===== config.mk =====
export PLATFORM = sky130hd
export DESIGN_NAME = bus_supervisor
export DESIGN_NICKNAME = d
export VERILOG_FILES = /design/src/rtl/bsup_pkg.sv /design/src/rtl/bsup_tick_gen.sv /design/src/rtl/bsup_bus_timeout.sv /design/src/rtl/bsup_wdg_timer.sv /design/src/rtl/bus_supervisor.sv
export SDC_FILE = /design/constraint.sdc
export NUM_CORES = 1
export LEC_CHECK = 0
export BUFFER_PORTS_ARGS = -buffer_cell sky130_fd_sc_hd__buf_2
export CAP_MARGIN = 20
export CORE_MARGIN = 2
export CORE_UTILIZATION = 50
export CTS_BUF_LIST = sky130_fd_sc_hd__clkbuf_8
export DETAILED_ROUTE_END_ITERATION = 12
export PLACE_DENSITY = 0.68
export SLEW_MARGIN = 5
export SYNTH_ARGS = -nofsm -noshare
export SYNTH_HDL_FRONTEND = slang
export SYNTH_HIERARCHICAL = 1
export SYNTH_SLANG_ARGS = --single-unit

===== constraint.sdc =====
create_clock -name clk -period 4.69 [get_ports clk]
set_clock_uncertainty 0.1 [all_clocks]
set_input_delay 0.469 -clock clk [delete_from_list [all_inputs] [get_ports clk]]
set_output_delay 0.469 -clock clk [all_outputs]
set_load 0.02 [all_outputs]

===== src/rtl/bsup_pkg.sv =====
// Shared definitions for the bus supervisor.
// Assumes one program register whose field layout is fixed by the struct below.
package bsup_pkg;

    localparam int MHZ_W = 6;

    // Program register layout, least significant field last.
    typedef struct packed {
        logic             wdg_slow;   // bit 9: 1 kHz tick when set
        logic             wdg_en;     // bit 8
        logic             bto_long;   // bit 7: 128-cycle limit when set
        logic             bto_en;     // bit 6
        logic [MHZ_W-1:0] mhz;        // bits 5:0
    } prog_t;

    localparam int PROG_W = $bits(prog_t);

    // Status flag positions.
    localparam int ST_WDG = 0;
    localparam int ST_BTO = 1;
    localparam int ST_W   = 2;

endpackage


===== src/rtl/bsup_tick_gen.sv =====
// Timebase divider: makes a 1 MHz tick from the core clock and a 1 kHz tick from that.
// Assumes mhz changes only in a cycle after restart is high. mhz = 0 stops both ticks.
module bsup_tick_gen #(
    parameter int MHZ_W  = 6,
    parameter int MS_DIV = 1000
) (
    input  logic             clk,
    input  logic             rst_n,
    input  logic             restart,
    input  logic [MHZ_W-1:0] mhz,
    output logic             us_tick,
    output logic             ms_tick
);

    localparam int              MS_W    = $clog2(MS_DIV);
    localparam logic [MS_W-1:0] MS_LAST = MS_W'(MS_DIV - 1);

    logic [MHZ_W-1:0] pre_cnt;
    logic [MHZ_W-1:0] mhz_m1;
    logic [MS_W-1:0]  ms_cnt;

    assign mhz_m1  = mhz - 1'b1;
    assign us_tick = (mhz != '0) && (pre_cnt == mhz_m1);
    assign ms_tick = us_tick && (ms_cnt == MS_LAST);

    // Prescaler: counts core clocks from 0 to mhz-1.
    always_ff @(posedge clk) begin
        if (!rst_n || restart || (mhz == '0)) begin
            pre_cnt <= '0;
        end else if (us_tick) begin
            pre_cnt <= '0;
        end else begin
            pre_cnt <= pre_cnt + 1'b1;
        end
    end

    // Millisecond divider: counts 1 MHz ticks from 0 to MS_DIV-1.
    always_ff @(posedge clk) begin
        if (!rst_n || restart) begin
            ms_cnt <= '0;
        end else if (ms_tick) begin
            ms_cnt <= '0;
        end else if (us_tick) begin
            ms_cnt <= ms_cnt + 1'b1;
        end
    end


    us_gap_chk: assert property (@(posedge clk) disable iff (!rst_n)
        (us_tick && (mhz > MHZ_W'(1)) && !restart) |=> !us_tick);


    ms_gap_chk: assert property (@(posedge clk) disable iff (!rst_n)
        (ms_tick && !restart) |=> !ms_tick);

endmodule


===== src/rtl/bsup_bus_timeout.sv =====
// Bus time-out: counts consecutive edges with bus busy low and fires once at the limit.
// Assumes bus_busy_n is synchronous to clk. The counter saturates after firing until the bus is released.
module bsup_bus_timeout #(
    parameter int SHORT_LIM = 64,
    parameter int LONG_LIM  = 128
) (
    input  logic clk,
    input  logic rst_n,
    input  logic en,
    input  logic long_sel,
    input  logic bus_busy_n,
    output logic fire
);

    localparam int CNT_W = $clog2(LONG_LIM) + 1;

    logic [CNT_W-1:0] cnt;
    logic [CNT_W-1:0] limit;

    assign limit = long_sel ? CNT_W'(LONG_LIM) : CNT_W'(SHORT_LIM);
    assign fire  = en && !bus_busy_n && (cnt == limit - 1'b1);

    // Busy-run counter: clears when idle or disabled, holds at the limit after firing.
    always_ff @(posedge clk) begin
        if (!rst_n || !en || bus_busy_n) begin
            cnt <= '0;
        end else if (fire) begin
            cnt <= limit;
        end else if (cnt < limit) begin
            cnt <= cnt + 1'b1;
        end
    end


    one_fire_chk: assert property (@(posedge clk) disable iff (!rst_n)
        fire |=> !fire);


    idle_clr_chk: assert property (@(posedge clk) disable iff (!rst_n)
        bus_busy_n |=> (cnt == '0));


    fire_busy_chk: assert property (@(posedge clk) disable iff (!rst_n)
        fire |-> $past(!bus_busy_n));

endmodule


===== src/rtl/bsup_wdg_timer.sv =====
// Watchdog countdown: loads a count, decrements on the selected tick and fires on the step from 1 to 0.
// Assumes a count of 0 is idle. A load in the same cycle takes priority over a decrement.
module bsup_wdg_timer #(
    parameter int WDG_W = 16
) (
    input  logic             clk,
    input  logic             rst_n,
    input  logic             load,
    input  logic [WDG_W-1:0] load_val,
    input  logic             en,
    input  logic             tick,
    output logic             fire
);

    logic [WDG_W-1:0] cnt;

    assign fire = !load && en && tick && (cnt == WDG_W'(1));

    // Countdown register.
    always_ff @(posedge clk) begin
        if (!rst_n) begin
            cnt <= '0;
        end else if (load) begin
            cnt <= load_val;
        end else if (en && tick && (cnt != '0)) begin
            cnt <= cnt - 1'b1;
        end
    end


    hold_chk: assert property (@(posedge clk) disable iff (!rst_n)
        (!en && !load) |=> $stable(cnt));


    zero_after_chk: assert property (@(posedge clk) disable iff (!rst_n)
        fire |=> (cnt == '0));


    idle_chk: assert property (@(posedge clk) disable iff (!rst_n)
        ((cnt == '0) && !load) |=> (cnt == '0));

endmodule


===== src/rtl/bus_supervisor.sv =====
// Bus supervisor top: program register, watchdog load, shared terminal count and sticky status.
// Assumes single-cycle write and read strobes. Any write restarts the timebase.
module bus_supervisor #(
    parameter int WDG_W     = 16,
    parameter int MS_DIV    = 1000,
    parameter int SHORT_LIM = 64,
    parameter int LONG_LIM  = 128
) (
    input  logic                      clk,
    input  logic                      rst_n,
    input  logic                      wr_en,
    input  logic                      wr_sel,
    input  logic [WDG_W-1:0]          wr_data,
    input  logic                      stat_rd,
    output logic [bsup_pkg::ST_W-1:0] stat_q,
    input  logic                      bus_busy_n,
    output logic                      tc_out
);

    import bsup_pkg::*;

    prog_t            prog_q;
    logic             us_tick;
    logic             ms_tick;
    logic             wdg_tick;
    logic             wdg_fire;
    logic             bto_fire;
    logic             wdg_load;
    logic [ST_W-1:0]  fire_vec;
    logic [ST_W-1:0]  flags;
    logic             tc_q;

    assign wdg_load         = wr_en && wr_sel;
    assign wdg_tick         = prog_q.wdg_slow ? ms_tick : us_tick;
    assign fire_vec[ST_WDG] = wdg_fire;
    assign fire_vec[ST_BTO] = bto_fire;
    assign stat_q           = flags;
    assign tc_out           = tc_q;

    // Program register write.
    always_ff @(posedge clk) begin
        if (!rst_n) begin
            prog_q <= '0;
        end else if (wr_en && !wr_sel) begin
            prog_q <= prog_t'(wr_data[PROG_W-1:0]);
        end
    end

    bsup_tick_gen #(
        .MHZ_W  (MHZ_W),
        .MS_DIV (MS_DIV)
    ) u_tick (
        .clk     (clk),
        .rst_n   (rst_n),
        .restart (wr_en),
        .mhz     (prog_q.mhz),
        .us_tick (us_tick),
        .ms_tick (ms_tick)
    );

    bsup_bus_timeout #(
        .SHORT_LIM (SHORT_LIM),
        .LONG_LIM  (LONG_LIM)
    ) u_bto (
        .clk        (clk),
        .rst_n      (rst_n),
        .en         (prog_q.bto_en),
        .long_sel   (prog_q.bto_long),
        .bus_busy_n (bus_busy_n),
        .fire       (bto_fire)
    );

    bsup_wdg_timer #(
        .WDG_W (WDG_W)
    ) u_wdg (
        .clk      (clk),
        .rst_n    (rst_n),
        .load     (wdg_load),
        .load_val (wr_data),
        .en       (prog_q.wdg_en),
        .tick     (wdg_tick),
        .fire     (wdg_fire)
    );

    // Shared terminal-count pulse.
    always_ff @(posedge clk) begin
        if (!rst_n) begin
            tc_q <= 1'b0;
        end else begin
            tc_q <= |fire_vec;
        end
    end

    // Sticky flags: a read clears them and a new event in the same cycle wins.
    always_ff @(posedge clk) begin
        if (!rst_n) begin
            flags <= '0;
        end else begin
            flags <= fire_vec | (stat_rd ? '0 : flags);
        end
    end


    tc_flag_chk: assert property (@(posedge clk) disable iff (!rst_n)
        tc_out |-> (stat_q != '0));


    rd_clr_chk: assert property (@(posedge clk) disable iff (!rst_n)
        (stat_rd && (fire_vec == '0)) |=> (stat_q == '0));


    sticky_chk: assert property (@(posedge clk) disable iff (!rst_n)
        !stat_rd |=> ((stat_q & $past(stat_q)) == $past(stat_q)));

endmodule


==> out/qor.csv, run 1 <==
stage,metric,value,unit
floorplan,start_util,52.3,%
power_and_ir_drop,irDropWorstVdd,0.130,mV
placement,place.gp.congestion,0.801,
drt,via_per_inst,6.07,
clock_tree,cts_setup_buffers,0,
synthesis,syn_inst,359,
synthesis,synth_seq_area_share,34.0,%
synthesis,synth_edf_count,0,
power_and_ir_drop,p_int,0.672,mW
placement,port-buffer-count,24,
synthesis,synth-main-ff-cell,dfxtp_1,
drt,dr.pass1.iters,4,
timing,fmax,0.247,GHz
timing,slew_headroom,46.9,%
clock_tree,cts_sinks,53,
finish,instances_no_fill,447,
global_routing,grt_usage,19.7,%
synthesis,synth_area,3120,um2
synthesis,synth_common_cells,"dfxtp_1, nand2_1, o21ai_0",
drt,drc,0,
run,maxCapViolCount,0,
drt,wl_per_cell,15.1,um
finish,drive_gt1_share,16.7,%
placement,dp_cells,439,
power_and_ir_drop,switchingPower,0.246,mW
synthesis,postSynthAreaPerCell,8.68,um2
clock_tree,cts_tree,yes,
global_routing,grt_pass1_vias,2485,
floorplan,io_pins,25,
worst_setup_path,startpoint_type,register,
synthesis,async_flop_share,0,%
worst_setup_path,worstPathRequired,4820,ps
finish,antenna_cells,0,
power_and_ir_drop,switching_share,26.8,%
global_routing,gr-total-overflow,0,
synthesis,synth_top_area_share,34.0,%
synthesis,synth.most_common_cell,dfxtp_1,
clock_tree,cts-hold-fix-buffers,0,
worst_setup_path,cp-startpoint,prog_q[0],
worst_hold_path,hold_start,wr_data[7],
synthesis,ys_seq_elements,53,
placement,place_area,3210,um2
floorplan,core,5960,um2
worst_setup_path,arrival,4180,ps
timing,final.setup.tns,0,ps
worst_setup_path,max_stage_delay,590,ps
clock_tree,cts-root-buf,clkbuf_8,
floorplan,die-width,83.0,um
power_and_ir_drop,power.density,276,nW/um2
worst_setup_path,critPathMaxFanout,22,
synthesis,ys_warn_count,6,
drt,vias,2713,
clock_tree,clockBufferDepth,2,
drt,ant_nets,0,
worst_setup_path,cp-end-kind,register,
timing,hold_violations,0,
timing,hold_slack,309,ps
drt,wl,6.73,mm
placement,dp_hpwl,4.74,mm
global_routing,grt_start_max_net_pins,44,
power_and_ir_drop,power_frac_seq,52.4,%
synthesis,synth_top_area_cell,dfxtp_1,
finish,area_growth,6.62,%
floorplan,die_area,6880,um2
finish,nets,401,
timing,slew_viol_final,0,
worst_hold_path,hold_path_class,in2reg,
worst_setup_path,worstSetupPathType,reg2reg,
drt,drt-initial-drc-count,170,
timing,rsz0062_at_grt,no,
timing,worstMarginPinSlew,789,ps
power_and_ir_drop,comb_power_share,13.4,%
global_routing,antenna_found_initial,0,
floorplan,die_h,83.0,um
clock_tree,htree_levels,2,
clock_tree,insertion_delay,310,ps
synthesis,syn_nets,389,
synthesis,synth_cell_types,65,
status,status,"complete, no violations",
worst_setup_path,critical_path.cell_chain,inv_1 -> ha_1 -> and3_1 -> a2111o_1 -> buf_4 -> nor4_1 -> mux2_2 -> or4bb_2 -> or4_4 -> or4_1 -> a31oi_1,
timing,finalSetupViolCount,0,
power_and_ir_drop,p_leak,1.13,nW
worst_setup_path,slowest_stage,or4bb_2,
power_and_ir_drop,p_clk_share,34.2,%
synthesis,ys_top_cells_by_area,"dfxtp_1, nand2_1, o21ai_0",
worst_setup_path,r2r_slack,640,ps
finish,final_cell_area,3320,um2
clock_tree,cts_made_buffers,5,
timing,min_period,4050,ps
timing,finalCritPeriodShare,86.3,%
clock_tree,clkTransAtPathRegs,100,ps
clock_tree,ctsResizeCount,0,
floorplan,fp-row-count,28,
worst_setup_path,r2r_start,prog_q[0],
global_routing,grt_pass1_wl,11.5,mm
[kinds of logic (layout without fill, tap and decap cells)]
| kind of cell | Yosys count | after routing | synth area share (%) |
|---|---|---|---|
| adders and majority gates | 8 | 8 | 3.21 |
| AOI/OAI and AO/OA | 86 | 86 | 19.7 |
| DFF | 53 | 53 | 34.0 |
| muxes | 11 | 11 | 3.57 |
| buffers and inverters | 31 | 44 | 5.66 |
| xor gates and xnor gates | 16 | 16 | 4.50 |
| and+or+nand+nor | 154 | 154 | 29.3 |
[placed cells by master, fill, tap and decap left out, types with 3 or more instances in the layout]
| master | count |
|---|---|
| dfxtp_1 | 53 |
| nand2_1 | 40 |
| buf_2 | 24 |
| o21ai_0 | 21 |
| nor2_1 | 18 |
| nor4_1 | 14 |
| o31ai_1 | 12 |
| or4_1 | 12 |
| nand3_1 | 11 |
| xnor2_1 | 11 |
| mux2i_1 | 10 |
| inv_1 | 9 |
| ha_1 | 8 |
| a211oi_1 | 8 |
| a31oi_1 | 8 |
| o21a_1 | 7 |
| nor4b_1 | 6 |
| nand4_1 | 6 |
| clkbuf_8 | 5 |
| a21oi_1 | 5 |
| xor2_1 | 5 |
| or2_2 | 5 |
| nor2b_1 | 4 |
| nor3_1 | 4 |
| or4_4 | 4 |
| a2111oi_0 | 4 |
| and2_1 | 3 |
| o211ai_1 | 3 |
| a21o_1 | 3 |
| nand2b_1 | 3 |
| a211oi_2 | 3 |
| or3_1 | 3 |
| buf_4 | 3 |
| or3_2 | 3 |
[registers in the layout (all words and copies together) (netlist names)]
| name | count |
|---|---|
| prog_q | 10 |
| u_tick/ms_cnt | 10 |
| u_tick/pre_cnt | 6 |
| stat_q | 2 |
| tc_out | 1 |
| u_bto/cnt | 8 |
| u_wdg/cnt | 16 |
[worst max-delay path: cells and delay by family, from the launching register on]
kind | cells | cell delay [ps]
AOI/OAI and AO/OA | 2 | 590
muxes | 1 | 210
and+or+nand+nor | 5 | 2140
adders and majority gates | 1 | 240
buffers and inverters | 2 | 280
DFF | 1 | 420
[routing by layer]
layer | GRT usage [%] | part of all wire (%) | vias to the layer above
li1 | - | - | 1386
met1 | 28.3 | 52 | 1279
met2 | 30.4 | 43 | 43
met3 | 3.68 | 3.7 | 5
met4 | 4.92 | 1.1 | 0
met5 | 0 | 0 | -
[power groups by stage]
stage	logic, mW	registers, mW	clock network, mW
floorplan	0.0990	0.486	0
detailed placement	0.122	0.490	0
global route	0.139	0.484	0.340
global placement	0.120	0.490	0
finish	0.123	0.481	0.314
CTS	0.123	0.480	0.324
[layout make-up]
cell class                      count  area (um2)
Tap cell                           75        93.8
Fill cell                         583        2630
Inverter                            9        35.0
Sequential cell                    53        1060
Clock buffer                        5        68.8
Clock inverter                      3        42.5
Timing Repair Buffer               27         143
Multi-Input combinational cell    275        1880
[through the flow]
step	util, %	power [mW]	setup WS, ps
3_3_place_gp	53.9	0.610	753
5_1_grt	55.8	0.962	453
3_5_place_dp	53.9	0.613	673
4_1_cts	55.8	0.928	634
6_report	55.8	0.918	642
2_1_floorplan	-	0.585	681
[path summary, 6_finish.rpt]
path	endpoint	cells past startpoint
worst max-delay path	u_wdg/cnt[15]	11
worst min-delay path	prog_q[7]	3
worst max register to register	u_wdg/cnt[15]	11
worst min register to register	prog_q[9]	2
(Power assumes the default switching activity.)
==> inputs of run 2 (changes only) <==
--- a/config.mk
+++ b/config.mk
@@ -7,7 +7,6 @@
 export LEC_CHECK = 0
 export BUFFER_PORTS_ARGS = -buffer_cell sky130_fd_sc_hd__buf_2
 export CAP_MARGIN = 20
-export CORE_MARGIN = 2
 export CORE_UTILIZATION = 50
 export CTS_BUF_LIST = sky130_fd_sc_hd__clkbuf_8
 export DETAILED_ROUTE_END_ITERATION = 12
==> out/qor.csv, run 2 (synthesis gave the netlist of run 1 again) <==
stage,metric,value,unit,change
global_routing,grt_start_max_net_pins,44,,unchanged
finish,final_util,55.4,%,was 55.8%
drt,ant_nets,0,,unchanged
placement,dp_hpwl,4.66,mm,was 4.74 mm
finish,mostFrequentLayoutCells,"dfxtp_1, nand2_1, buf_2, o21ai_0, nor2_1",,unchanged
drt,wl_per_cell,14.9,um,was 15.1 um
finish,top_regs,"u_wdg/cnt (16), prog_q (10), u_tick/ms_cnt (10)",,unchanged
timing,hold_violations,0,,unchanged
worst_setup_path,arrival,4250,ps,was 4180 ps
finish,largest_register_ffs,16,,unchanged
timing,finalSetupViolCount,0,,unchanged
finish,nets,401,,unchanged
timing,min_period,4110,ps,was 4050 ps
clock_tree,clkTransAtPathRegs,110,ps,was 100 ps
drt,via_per_inst,6.08,,was 6.07
power_and_ir_drop,irDropWorstVdd,0.126,mV,was 0.130 mV
floorplan,die-width,81.0,um,was 83.0 um
worst_setup_path,crit_buf_inv,2,,unchanged
worst_setup_path,critPathMaxFanout,22,,unchanged
worst_setup_path,critPathTopFamily,simple AND/OR/NAND/NOR gates,,unchanged
clock_tree,ctsResizeCount,0,,unchanged
timing,rsz0062_at_grt,no,,unchanged
timing,finalCritPeriodShare,87.6,%,was 86.3%
finish,fillCellCount,571,,was 583
drt,dr.pass1.iters,4,,unchanged
power_and_ir_drop,p_int,0.617,mW,was 0.672 mW
finish,layout_commonest_cell,dfxtp_1,,unchanged
power_and_ir_drop,switching_share,28.9,%,was 26.8%
worst_hold_path,hold_path_class,in2reg,,unchanged
placement,port-buffer-count,24,,unchanged
worst_setup_path,slowest_stage,or4bb_2,,unchanged
placement,place.gp.congestion,0.780,,was 0.801
finish,regArea,1060,um2,unchanged
global_routing,grt_pass1_vias,2465,,was 2485
clock_tree,insertion_delay,320,ps,was 310 ps
floorplan,io_pins,25,,unchanged
power_and_ir_drop,switchingPower,0.251,mW,was 0.246 mW
power_and_ir_drop,p_clk_share,30.4,%,was 34.2%
worst_setup_path,cp-end-kind,register,,unchanged
timing,worstMarginPinSlew,755,ps,was 789 ps
worst_setup_path,worstPathRequired,4830,ps,was 4820 ps
finish,drive_gt1_share,16.7,%,unchanged
clock_tree,cts_setup_buffers,0,,unchanged
clock_tree,cts_sinks,53,,unchanged
timing,slew_viol_final,0,,unchanged
global_routing,grt_usage,21.5,%,was 19.7%
floorplan,die_area,6550,um2,was 6880 um2
status,status,"complete, no violations",,unchanged
drt,drc,0,,unchanged
worst_setup_path,worstSetupPathType,reg2reg,,unchanged
drt,wl,6.66,mm,was 6.73 mm
power_and_ir_drop,comb_power_share,14.2,%,was 13.4%
clock_tree,cts_tree,yes,,unchanged
floorplan,die_h,81.0,um,was 83.0 um
timing,slew_headroom,49.0,%,was 46.9%
global_routing,gr-total-overflow,0,,unchanged
drt,drt-initial-drc-count,126,,was 170
timing,final.setup.tns,0,ps,unchanged
finish,multi_input_area,1880,um2,unchanged
worst_setup_path,max_stage_delay,590,ps,about the same
power_and_ir_drop,power_frac_seq,55.4,%,was 52.4%
drt,vias,2716,,was 2713
clock_tree,cts-root-buf,clkbuf_8,,unchanged
finish,area_growth,5.86,%,was 6.62%
timing,fmax,0.243,GHz,was 0.247 GHz
worst_setup_path,startpoint_type,register,,unchanged
clock_tree,clockBufferDepth,2,,unchanged
clock_tree,htree_levels,2,,unchanged
clock_tree,cts-hold-fix-buffers,0,,unchanged
power_and_ir_drop,p_leak,1.11,nW,was 1.13 nW
floorplan,start_util,52.3,%,unchanged
global_routing,grt_pass1_wl,11.2,mm,was 11.5 mm
finish,largest_register,u_wdg/cnt,,unchanged
run,maxCapViolCount,0,,unchanged
floorplan,fp-row-count,28,,unchanged
floorplan,core,5960,um2,unchanged
global_routing,antenna_found_initial,0,,unchanged
worst_setup_path,critical_path.cell_chain,inv_1 -> ha_1 -> and3_1 -> a2111o_1 -> buf_4 -> nor4_1 -> mux2_2 -> or4bb_2 -> or4_4 -> or4_1 -> a31oi_1,,unchanged
clock_tree,cts_made_buffers,5,,unchanged
power_and_ir_drop,power.density,263,nW/um2,was 276 nW/um2
finish,antenna_cells,0,,unchanged
run 2: per-layer routing:
metal  vias to the layer above  wire length [um]  global-route usage [%]
met5                         -                 0                       0
met4                         0                65                    5.36
met3                         6               249                    3.15
met2                        57              2870                    34.3
met1                      1267              3470                    30.3
li1                       1386                 -                       -
run 2: area by class of cell:
| class | instances | share of cell area, % |
|---|---|---|
| clock buffers | 5 | 2.09 |
| clock inverters | 3 | 0.569 |
| inverters | 9 | 1.06 |
| multi-input cells | 275 | 57.0 |
| flip-flops and latches | 53 | 32.2 |
| well taps | 75 | 2.84 |
| repair buffers | 27 | 4.32 |
run 2: tightest hold or removal path, cell delays in order:
cell and delay [ps]:
buf_2 110, nand2_1 50, mux2i_1 50
run 2: stage by stage:
stage | power (mW) | instances | area [um2] | hold WS [ps] | setup WS (ps)
floorplan | 0.585 | 359 | 3120 | 340 | 681
global placement | 0.610 | 439 | 3210 | 355 | 742
detailed placement | 0.613 | 439 | 3210 | 365 | 638
CTS | 0.874 | 447 | 3300 | 297 | 601
global route | 0.906 | 447 | 3300 | 311 | 380
finish | 0.868 | 447 | 3300 | 304 | 580
run 2: power groups by stage:
stage               sequential (mW)  combinational (mW)  clock [mW]
CTS                           0.480               0.123       0.270
global placement              0.490               0.120           0
detailed placement            0.490               0.123           0
global route                  0.483               0.137       0.285
finish                        0.481               0.123       0.264
floorplan                     0.486              0.0990           0
run 2: final timing paths:
| check | slack (ps) | end | start | cells after the start |
|---|---|---|---|---|
| max | 580 | u_wdg/cnt[15] | prog_q[0] | 11 |
| min | 300 | prog_q[4] | wr_data[4] | 3 |
| max reg2reg | 580 | u_wdg/cnt[15] | prog_q[0] | 11 |
| min reg2reg | 380 | prog_q[9] | prog_q[9] | 2 |
==> inputs of run 3 (changes only) <==
==> constraint.sdc (replaced) <==
create_clock -name clk -period 5.3 [get_ports clk]
set_clock_uncertainty 0.1 [all_clocks]
set_input_delay 0.53 -clock clk [delete_from_list [all_inputs] [get_ports clk]]
set_output_delay 0.53 -clock clk [all_outputs]
set_load 0.02 [all_outputs]
==> out/qor.csv, run 3 (synthesis gave the netlist of run 1 again) <==
stage,metric,value,unit,change
timing,finalSetupViolCount,0,,unchanged
power_and_ir_drop,irDropWorstVdd,0.131,mV,was 0.126 mV
drt,drt-initial-drc-count,98,,was 126
worst_setup_path,arrival,4590,ps,was 4250 ps
clock_tree,clkTransAtPathRegs,100,ps,was 110 ps
timing,finalCritPeriodShare,83.9,%,was 87.6%
placement,place.gp.congestion,0.796,,was 0.780
clock_tree,ctsResizeCount,0,,unchanged
placement,dp_hpwl,4.54,mm,was 4.66 mm
finish,largest_register,u_wdg/cnt,,unchanged
timing,hold_violations,0,,unchanged
clock_tree,cts_setup_buffers,0,,unchanged
floorplan,fp-row-count,28,,unchanged
finish,instances_no_fill,446,,was 447
timing,hold_slack,373,ps,was 304 ps
clock_tree,cts-root-buf,clkbuf_8,,unchanged
timing,min_period,4450,ps,was 4110 ps
floorplan,die_h,81.0,um,unchanged
worst_hold_path,hold_path_class,in2reg,,unchanged
finish,largest_register_ffs,16,,unchanged
timing,slew_viol_final,0,,unchanged
floorplan,start_util,52.3,%,unchanged
worst_setup_path,startpoint_type,register,,unchanged
worst_setup_path,worstSetupPathType,reg2reg,,unchanged
timing,worstMarginPinSlew,777,ps,was 755 ps
finish,area_growth,5.70,%,was 5.86%
placement,port-buffer-count,24,,unchanged
global_routing,grt_start_max_net_pins,44,,unchanged
finish,top_regs,"u_wdg/cnt (16), prog_q (10), u_tick/ms_cnt (10)",,unchanged
clock_tree,cts_made_buffers,5,,unchanged
worst_setup_path,critPathTopFamily,simple AND/OR/NAND/NOR gates,,unchanged
drt,wl_met3,187,um,was 249 um
timing,rsz0062_at_grt,no,,unchanged
global_routing,grt_pass1_vias,2350,,was 2465
finish,final_util,55.3,%,was 55.4%
clock_tree,cts-hold-fix-buffers,0,,unchanged
timing,fmax,0.225,GHz,was 0.243 GHz
status,status,"complete, no violations",,unchanged
clock_tree,cts_tree,yes,,unchanged
run,maxCapViolCount,0,,unchanged
worst_setup_path,critPathMaxFanout,23,,was 22
drt,ant_nets,0,,unchanged
placement,post-place-ws,962,ps,was 638 ps
clock_tree,htree_levels,2,,unchanged
timing,final.setup.tns,0,ps,unchanged
power_and_ir_drop,power.density,234,nW/um2,was 263 nW/um2
global_routing,antenna_found_initial,0,,unchanged
drt,met1_length,3.59,mm,was 3.47 mm
drt,wl,6.46,mm,was 6.66 mm
drt,via_per_inst,5.96,,was 6.08
drt,wl_met2,2.63,mm,was 2.87 mm
finish,nets,400,,was 401
floorplan,core,5960,um2,unchanged
worst_setup_path,max_stage_delay,630,ps,was 590 ps
timing,layout_setup_ws,852,ps,was 580 ps
power_and_ir_drop,p_leak,1.11,nW,about the same
worst_setup_path,critical_path.cell_chain,inv_1 -> ha_1 -> xor2_1 -> nand2_1 -> a2111o_1 -> nor2_1 -> mux2_2 -> or4bb_2 -> or4_4 -> or4_1 -> a31oi_1,,was inv_1 -> ha_1 -> and3_1 -> a2111o_1 -> buf_4 -> nor4_1 -> mux2_2 -> or4bb_2 -> or4_4 -> or4_1 -> a31oi_1
floorplan,die_area,6550,um2,unchanged
global_routing,gr-total-overflow,0,,unchanged
worst_setup_path,crit_buf_inv,1,,was 2
finish,fillCellCount,567,,was 571
drt,top_layer,met4,,unchanged
drt,drc,0,,unchanged
floorplan,die-width,81.0,um,unchanged
placement,dp_cells,438,,was 439
finish,multi_input_area,1880,um2,unchanged
finish,drive_gt1_share,16.7,%,about the same
clock_tree,clockBufferDepth,2,,unchanged
finish,mostFrequentLayoutCells,"dfxtp_1, nand2_1, buf_2, o21ai_0, nor2_1",,unchanged
finish,regArea,1060,um2,unchanged
finish,layout_commonest_cell,dfxtp_1,,unchanged
timing,slew_headroom,48.2,%,was 49.0%
drt,vias,2660,,was 2716
worst_setup_path,worstPathRequired,5440,ps,was 4830 ps
clock_tree,cts_sinks,53,,unchanged
drt,wl_per_cell,14.5,um,was 14.9 um
floorplan,io_pins,25,,unchanged
worst_setup_path,cp-end-kind,register,,unchanged
global_routing,grt_pass1_wl,10.9,mm,was 11.2 mm
drt,dr.pass1.iters,4,,unchanged
worst_setup_path,slowest_stage,a2111o_1,,was or4bb_2
global_routing,grt_usage,21.0,%,was 21.5%
clock_tree,insertion_delay,310,ps,was 320 ps
finish,antenna_cells,0,,unchanged
[run 3: changes by cell type in the layout (fill, tap and decap cells not counted)]
cell | previous run | this run
clkinv_2 | 1 | 2
buf_4 | 3 | 2
inv_1 | 9 | 8
clkinvlp_4 | 2 | 1
inv_6 | 0 | 1
[run 3: power by group]
part / internal (mW) / leakage [nW] / switching (mW)
Sequential: 0.411 / 0.431 / 0.0146
Combinational: 0.0437 / 0.630 / 0.0651
Clock: 0.0942 / 0.0445 / 0.143
[run 3: worst reg2reg max path: cells and delay by family (launching register included)]
family,cells,cell delay (ps)
flip-flops,1,400
XOR/XNOR,1,160
AO/OA/AOI/OAI,2,810
buffers and inverters,1,60
AND/OR/NAND/NOR,5,2260
multiplexers,1,290
adder cells (fa/ha/maj),1,300
[run 3: per-stage QoR]
step | total power [mW] | area (um2)
after floorplan | 0.518 | 3120
after global placement | 0.540 | 3200
after detailed placement | 0.541 | 3200
after CTS | 0.775 | 3290
after global routing | 0.810 | 3290
final | 0.771 | 3290
[run 3: path summary, 6_finish.rpt]
| kind | startpoint | to | slack (ps) | cells past startpoint |
|---|---|---|---|---|
| max | prog_q[0] | u_wdg/cnt[15] | 850 | 11 |
| max reg2reg | prog_q[0] | u_wdg/cnt[15] | 850 | 11 |
| min | wr_data[14] | u_wdg/cnt[14] | 370 | 3 |
| min reg2reg | prog_q[9] | prog_q[9] | 380 | 2 |
[run 3: layer usage]
metal	GRT usage, %	up-vias
met4	5.18	0
li1	-	1379
met2	31.7	36
met1	30.6	1240
met5	0	-
met3	3.93	5
[run 3: layout make-up]
type / count / share of cell area, %
Multi-Input combinational cell: 275 / 57.0
Sequential cell: 53 / 32.2
Timing Repair Buffer: 26 / 4.10
Tap cell: 75 / 2.85
Clock buffer: 5 / 2.09
Inverter: 9 / 1.06
Clock inverter: 3 / 0.646
